[src/rtl/aux_spi_pkg.sv]
package aux_spi_pkg;
  localparam int WORD_W = 16;

  typedef enum logic [1:0] {
    ST_IDLE  = 2'd0,
    ST_SHIFT = 2'd1,
    ST_HOLD  = 2'd2
  } spi_state_e;

  // Effective transfer length: 0 or anything above the word width means full word.
  function automatic logic [5:0] eff_len(input logic [5:0] len);
    if (len == 6'd0 || len > 6'(WORD_W)) return 6'(WORD_W);
    return len;
  endfunction

  // One receive step: msb_first shifts up and fills bit 0, otherwise shifts down and fills the top bit.
  function automatic logic [WORD_W-1:0] rx_merge(input logic [WORD_W-1:0] sh,
                                                 input logic bit_in,
                                                 input logic msb_first);
    if (msb_first) return {sh[WORD_W-2:0], bit_in};
    return {bit_in, sh[WORD_W-1:1]};
  endfunction
endpackage

[src/rtl/aux_spi_fifo.sv]
module aux_spi_fifo #(
  parameter int W     = 16,
  parameter int DEPTH = 4
) (
  input  logic                         clk,
  input  logic                         rst_n,
  input  logic                         push,
  input  logic [W-1:0]                 din,
  input  logic                         pop,
  output logic [W-1:0]                 dout,
  output logic [$clog2(DEPTH+1)-1:0]   level,
  output logic                         full,
  output logic                         empty
);
  localparam int AW = (DEPTH > 1) ? $clog2(DEPTH) : 1;
  localparam int LW = $clog2(DEPTH+1);

  logic [W-1:0]  mem [DEPTH];
  logic [AW-1:0] wr_ptr, rd_ptr;
  logic [LW-1:0] count;
  logic          do_push, do_pop;

  function automatic logic [AW-1:0] ptr_next(input logic [AW-1:0] p);
    if (p == AW'(DEPTH-1)) return '0;
    return p + AW'(1);
  endfunction

  assign full    = (count == LW'(DEPTH));
  assign empty   = (count == '0);
  assign level   = count;
  assign do_push = push && !full;
  assign do_pop  = pop && !empty;
  assign dout    = empty ? '0 : mem[rd_ptr];

  always_ff @(posedge clk or negedge rst_n) begin
    if (!rst_n) begin
      wr_ptr <= '0;
      rd_ptr <= '0;
      count  <= '0;
    end else begin
      if (do_push) wr_ptr <= ptr_next(wr_ptr);
      if (do_pop)  rd_ptr <= ptr_next(rd_ptr);
      if (do_push && !do_pop)      count <= count + LW'(1);
      else if (do_pop && !do_push) count <= count - LW'(1);
    end
  end

  always_ff @(posedge clk) begin
    if (do_push) mem[wr_ptr] <= din;
  end
endmodule

[src/rtl/aux_spi_shifter.sv]
module aux_spi_shifter
  import aux_spi_pkg::*;
#(
  parameter int DIV_W  = 8,
  parameter int HOLD_W = 3,
  parameter int LEN_W  = 6
) (
  input  logic              clk,
  input  logic              rst_n,
  input  logic [DIV_W-1:0]  cfg_div,
  input  logic [LEN_W-1:0]  cfg_len,
  input  logic              cfg_msb_first,
  input  logic              cfg_keep_rx,
  input  logic [HOLD_W-1:0] cfg_cs_extra,
  input  logic              tx_valid,
  input  logic [WORD_W-1:0] tx_word,
  output logic              tx_take,
  output logic [WORD_W-1:0] rx_word,
  output logic              rx_put,
  output logic              ev_sample,
  output logic              busy,
  output logic [LEN_W-1:0]  bits_left,
  output logic              sclk,
  output logic              mosi,
  input  logic              miso,
  output logic              cs_n
);
  spi_state_e          state;
  logic [DIV_W-1:0]    hcnt;
  logic [HOLD_W:0]     halves;
  logic [WORD_W-1:0]   txsh, rxsh;
  logic                half_end;

  assign half_end  = (hcnt >= cfg_div);
  assign tx_take   = (state == ST_IDLE) && tx_valid;
  assign ev_sample = (state == ST_SHIFT) && half_end && !sclk;
  assign rx_put    = (state == ST_SHIFT) && half_end && sclk && (bits_left == '0);
  assign busy      = (state != ST_IDLE);
  assign rx_word   = rxsh;
  assign mosi      = cs_n ? 1'b0 : txsh[WORD_W-1];

  always_ff @(posedge clk or negedge rst_n) begin
    if (!rst_n) begin
      state     <= ST_IDLE;
      hcnt      <= '0;
      halves    <= '0;
      txsh      <= '0;
      rxsh      <= '0;
      bits_left <= '0;
      sclk      <= 1'b0;
      cs_n      <= 1'b1;
    end else begin
      case (state)
        ST_IDLE: begin
          hcnt <= '0;
          if (tx_valid) begin
            txsh      <= tx_word;
            if (!cfg_keep_rx) rxsh <= '0;
            bits_left <= LEN_W'(eff_len(6'(cfg_len)));
            cs_n      <= 1'b0;
            state     <= ST_SHIFT;
          end
        end
        ST_SHIFT: begin
          if (half_end) begin
            hcnt <= '0;
            if (!sclk) begin
              sclk      <= 1'b1;
              rxsh      <= rx_merge(rxsh, miso, cfg_msb_first);
              bits_left <= bits_left - LEN_W'(1);
            end else begin
              sclk <= 1'b0;
              if (bits_left == '0) begin
                cs_n   <= 1'b1;
                halves <= {cfg_cs_extra, 1'b1};
                state  <= ST_HOLD;
              end else begin
                txsh <= {txsh[WORD_W-2:0], 1'b0};
              end
            end
          end else begin
            hcnt <= hcnt + DIV_W'(1);
          end
        end
        ST_HOLD: begin
          if (half_end) begin
            hcnt <= '0;
            if (halves == '0) state <= ST_IDLE;
            else              halves <= halves - (HOLD_W+1)'(1);
          end else begin
            hcnt <= hcnt + DIV_W'(1);
          end
        end
        default: state <= ST_IDLE;
      endcase
    end
  end
endmodule

[src/rtl/aux_spi_master.sv]
module aux_spi_master
  import aux_spi_pkg::*;
#(
  parameter int DEPTH  = 4,
  parameter int DIV_W  = 8,
  parameter int HOLD_W = 3,
  parameter int LEN_W  = 6,
  parameter int LVL_W  = $clog2(DEPTH+1)
) (
  input  logic              clk,
  input  logic              rst_n,
  input  logic [DIV_W-1:0]  cfg_div,
  input  logic [LEN_W-1:0]  cfg_len,
  input  logic              cfg_msb_first,
  input  logic              cfg_keep_rx,
  input  logic [HOLD_W-1:0] cfg_cs_extra,
  input  logic              cfg_irq_txe_en,
  input  logic              cfg_irq_done_en,
  input  logic              tx_push,
  input  logic [WORD_W-1:0] tx_data,
  input  logic              rx_pop,
  output logic [WORD_W-1:0] rx_data,
  output logic [LVL_W-1:0]  stat_tx_level,
  output logic [LVL_W-1:0]  stat_rx_level,
  output logic              stat_tx_full,
  output logic              stat_tx_empty,
  output logic              stat_rx_empty,
  output logic              stat_busy,
  output logic [LEN_W-1:0]  stat_bits_left,
  output logic              sclk,
  output logic              mosi,
  input  logic              miso,
  output logic              cs_n,
  output logic              irq
);
  logic [WORD_W-1:0] tx_head, rx_word;
  logic              tx_take, rx_put, ev_sample, rx_full_unused;

  aux_spi_fifo #(.W(WORD_W), .DEPTH(DEPTH)) u_txq (
    .clk(clk), .rst_n(rst_n), .push(tx_push), .din(tx_data),
    .pop(tx_take), .dout(tx_head), .level(stat_tx_level),
    .full(stat_tx_full), .empty(stat_tx_empty)
  );

  aux_spi_fifo #(.W(WORD_W), .DEPTH(DEPTH)) u_rxq (
    .clk(clk), .rst_n(rst_n), .push(rx_put), .din(rx_word),
    .pop(rx_pop), .dout(rx_data), .level(stat_rx_level),
    .full(rx_full_unused), .empty(stat_rx_empty)
  );

  aux_spi_shifter #(.DIV_W(DIV_W), .HOLD_W(HOLD_W), .LEN_W(LEN_W)) u_eng (
    .clk(clk), .rst_n(rst_n), .cfg_div(cfg_div), .cfg_len(cfg_len),
    .cfg_msb_first(cfg_msb_first), .cfg_keep_rx(cfg_keep_rx),
    .cfg_cs_extra(cfg_cs_extra), .tx_valid(!stat_tx_empty), .tx_word(tx_head),
    .tx_take(tx_take), .rx_word(rx_word), .rx_put(rx_put), .ev_sample(ev_sample),
    .busy(stat_busy), .bits_left(stat_bits_left), .sclk(sclk), .mosi(mosi),
    .miso(miso), .cs_n(cs_n)
  );

  assign irq = (cfg_irq_txe_en && stat_tx_empty) || (cfg_irq_done_en && !stat_busy);
endmodule

[config.mk]
export PLATFORM = sky130hd
export DESIGN_NAME = aux_spi_master
export DESIGN_NICKNAME = d
export VERILOG_FILES = /design/src/rtl/aux_spi_pkg.sv /design/src/rtl/aux_spi_fifo.sv /design/src/rtl/aux_spi_shifter.sv /design/src/rtl/aux_spi_master.sv
export SDC_FILE = /design/constraint.sdc
export NUM_CORES = 1
export LEC_CHECK = 0
export BUFFER_PORTS_ARGS = -buffer_cell sky130_fd_sc_hd__buf_2
export CORE_ASPECT_RATIO = 1.25
export CORE_UTILIZATION = 24
export DETAILED_ROUTE_END_ITERATION = 12
export SKIP_LAST_GASP = 1
export SYNTH_ARGS = -nofsm -noshare
export SYNTH_HDL_FRONTEND = slang
export SYNTH_HIERARCHICAL = 1
export SYNTH_SLANG_ARGS = --single-unit
[constraint.sdc]
create_clock -name clk -period 7.59 [get_ports clk]
set_clock_uncertainty 0.2 [all_clocks]
set_input_delay 0.3795 -clock clk [delete_from_list [all_inputs] [get_ports clk]]
set_output_delay 0.3795 -clock clk [all_outputs]
set_load 0.01 [all_outputs]
==> results list <==
- Setup Total Neg Slack: 0 ns
- Entering global routing, the biggest net connects 69 pins.
* Diode count: 0
- Total number of yosys warnings: 6
* Transition time at the pin with the least slew margin: 1.034 ns
* Highest attainable clock frequency: 282.3 MHz
- Global routing finished with a remaining overflow of 0.
* Library cell used as clock root buffer: clkbuf_16
- STA classifies the critical path startpoint as a flip-flop.
* Number of buffers on the longest clock path: 2
- Start-to-end type of the worst setup path: reg -> reg
* Slew Limit Fails: 0
- In this run, the combinational gates consume 31.6% of the power.
- Synthesized area per cell: 15.40 um^2
- TritonCTS built the clock tree.
- Required time of the worst setup path: 7.75 ns
* Register-to-register setup slack: 4.05 ns
- Counting every instance in the synthesized netlist gives 598.
* Post-layout minimum cycle time: 3.542 ns
* Synth Cell Area: 0.009208 mm^2
- R2R cell count: 14
- Following the worst setup path forward leads to its endpoint at u_rxq/level[2].
* DR iter-0 viols: 292
- In the routed design, unresolved DRC markers number 0.
- Data arrival time of the critical path: 3.70 ns
- Antenna violations before repair: 0
- Most crowded layer after global routing: met2
- The startpoint identified for the worst register-to-register timing path is u_eng/hcnt[3].
- Number of port buffers: 77
- The die covers 0.03916 mm^2.
- CTS H-tree depth: 4
* DRT Wirelength: 17.76 mm
* Most frequent standard cell in the layout excluding fill and tap cells: edfxtp_1
* Relative slew slack: 31.07%
- For this design the ratio of total power to cell area is 329.8 mW/mm^2.
- Share of cells above drive strength 1: 24.75%
- The number of global-route vias before repair is 5208.
* Clock network fraction of total power: 25.8%
- Startpoint of the worst setup timing path: u_eng/hcnt[3]
- Wire length of the first global-routing pass: 28.25 mm
- Status: finished, final reports clean
* Total global routing track utilization: 9.417%
- In this run the power spent charging and discharging nets is 0.001203 W.
- Placed wire-length estimate: 11.69 mm
- Crit share post-route: 46.67%
* Routability Congestion: 0.7605
- The later pin in the worst-skew pair is clocked with a latency of 0.44 ns.
- Initial core utilization: 24.51%
- At the end of the flow, the number of nets in the layout was 762.
* Top library cells by usage in the layout, fill and taps aside: edfxtp_1, buf_2, dfrtp_1
* Clock sink count: 196
* Reg clk slew, reported paths: 0.09 ns
* Leakage Power: 4.430 nW
* Worst min-delay path category: in -> reg
- Of all nets on the critical path, the largest fanout is 19.
- Cell-internal power: 0.002367 W
- Area taken by multi-input logic gates: 0.003374 mm^2
- Cts repair resizes: 0
- Measured along the x axis, the die boundary spans 177.2 um.
- Chip Height: 221.0 um
- For met2 alone, demand over resource in global routing was 16.92%.
- Minimum setup slack after placement: 3.950 ns
* Final setup vio count: 0
- Via count normalized by instance count: 4.276
* Switching share of power: 33.70%
* Critical Path Sink Type: flip-flop
- In the global route stage, met3 resource usage came out at 2.216%.
- The number of hold-slack violations in the final timing report is 0.
* Rows: 79
* Max-capacitance violation count: 0
* Layout area overhead: 17.58%
- The layout has 3782 filler cells.
* Portion of total power attributed to sequential cells: 42.6%
- The endpoint identified for the worst register-to-register timing path is u_rxq/level[2].
- In this run the most critical hold path is launched from cfg_cs_extra[2].
- FF+latch area: 0.005547 mm^2
- The region available for standard cell placement spans 0.03756 mm^2.
* Nets in the synthesized netlist: 670
- Once detail routing completed, the nets flagged for antenna violations numbered 0.
* Boundary Pins: 78
- GRT met1 Usage: 10.96%
- The number of clock buffers added by TritonCTS is 17.
* Post-route worst setup slack: 4.048 ns
* Setup repair after global routing missed its margin: no
- Worst vdd rail ir drop: 0.1521 mV
* Count of vias placed by the detailed router: 5084
- For this run, the detailed router's first-pass iteration total came to 4.
* Average routed wire per standard cell: 14.94 um
## power by group through the flow
stage               Sequential [W]  Clock, W  Combinational (W)
finish                     0.00152  0.000923            0.00113
global route               0.00156   0.00100            0.00125
CTS                        0.00153  0.000961            0.00115
detailed placement         0.00155         0            0.00114
global placement           0.00155         0            0.00112
floorplan                  0.00144         0           0.000956
## state kept, by name, indices dropped and copies added, names as in the netlist, 3 cells and up
signal,count
u_eng/txsh,16
u_txq/level,3
u_eng/bits_left,6
u_rxq/level,3
u_eng/halves,4
u_eng/rx_word,16
u_eng/hcnt,8
u_rxq/mem,64
u_txq/mem,64
## cell type report
cell class / instances / area share [%]
repair buffers: 98 / 5.455
inverters: 29 / 1.005
clock inverters: 14 / 1.560
clock buffers: 18 / 3.964
flip-flops and latches: 196 / 51.23
multi-input cells: 348 / 31.17
well taps: 486 / 5.617
## worst min path at each step
stage | cells past startpoint | slack [ns] | endpoint
after floorplan | 0 | -0.12 | u_eng/bits_left[0]
after global placement | 1 | 0.29 | u_eng/txsh[15]
after detailed placement | 1 | 0.30 | u_eng/txsh[15]
after CTS | 3 | 0.0003 | u_eng/halves[3]
after global routing | 3 | 0.01 | u_eng/halves[3]
final | 3 | 0.03 | u_eng/halves[3]
## through the flow
stage / power [W] / utilization (%) / hold slack, ns / area, um^2 / cells
5_1_grt: 0.003810 / 28.82 / 0.01262 / 10830 / 1189
3_5_place_dp: 0.002693 / 26.75 / 0.2952 / 10050 / 1139
4_1_cts: 0.003641 / 28.82 / 0.0003414 / 10830 / 1189
2_1_floorplan: 0.002398 / - / -0.1161 / 9208 / 598
3_3_place_gp: 0.002671 / 26.75 / 0.2882 / 10050 / 1139
6_report: 0.003571 / 28.82 / 0.02680 / 10830 / 1189
## critical path, stage by stage, from the launching register on
cell and delay, ns:
dfrtp_1 0.44, ha_1 0.30, o21a_2 0.14, a21oi_2 0.09, o31ai_4 0.24, buf_4 0.29
nand2_1 0.12, nor2_1 0.18, nor2b_1 0.38, ha_1 0.25, inv_1 0.06, fa_1 0.37
xor2_1 0.15, nor2_1 0.11, xor2_1 0.14
## routing by layer
| metal | vias up | part of all wire, % |
|---|---|---|
| met4 | 0 | 1.1 |
| li1 | 2442 | - |
| met3 | 11 | 2.9 |
| met2 | 83 | 53 |
| met5 | - | 0 |
| met1 | 2548 | 43 |
## timing repair
item / CTS / global route
setup buffers: 0 / 0
endpoints found under the setup margin: 0 / 0
endpoints found under the hold margin: 132 / 0
hold buffers: 18 / 0
No activity file was read; power rests on OpenSTA's default activity.
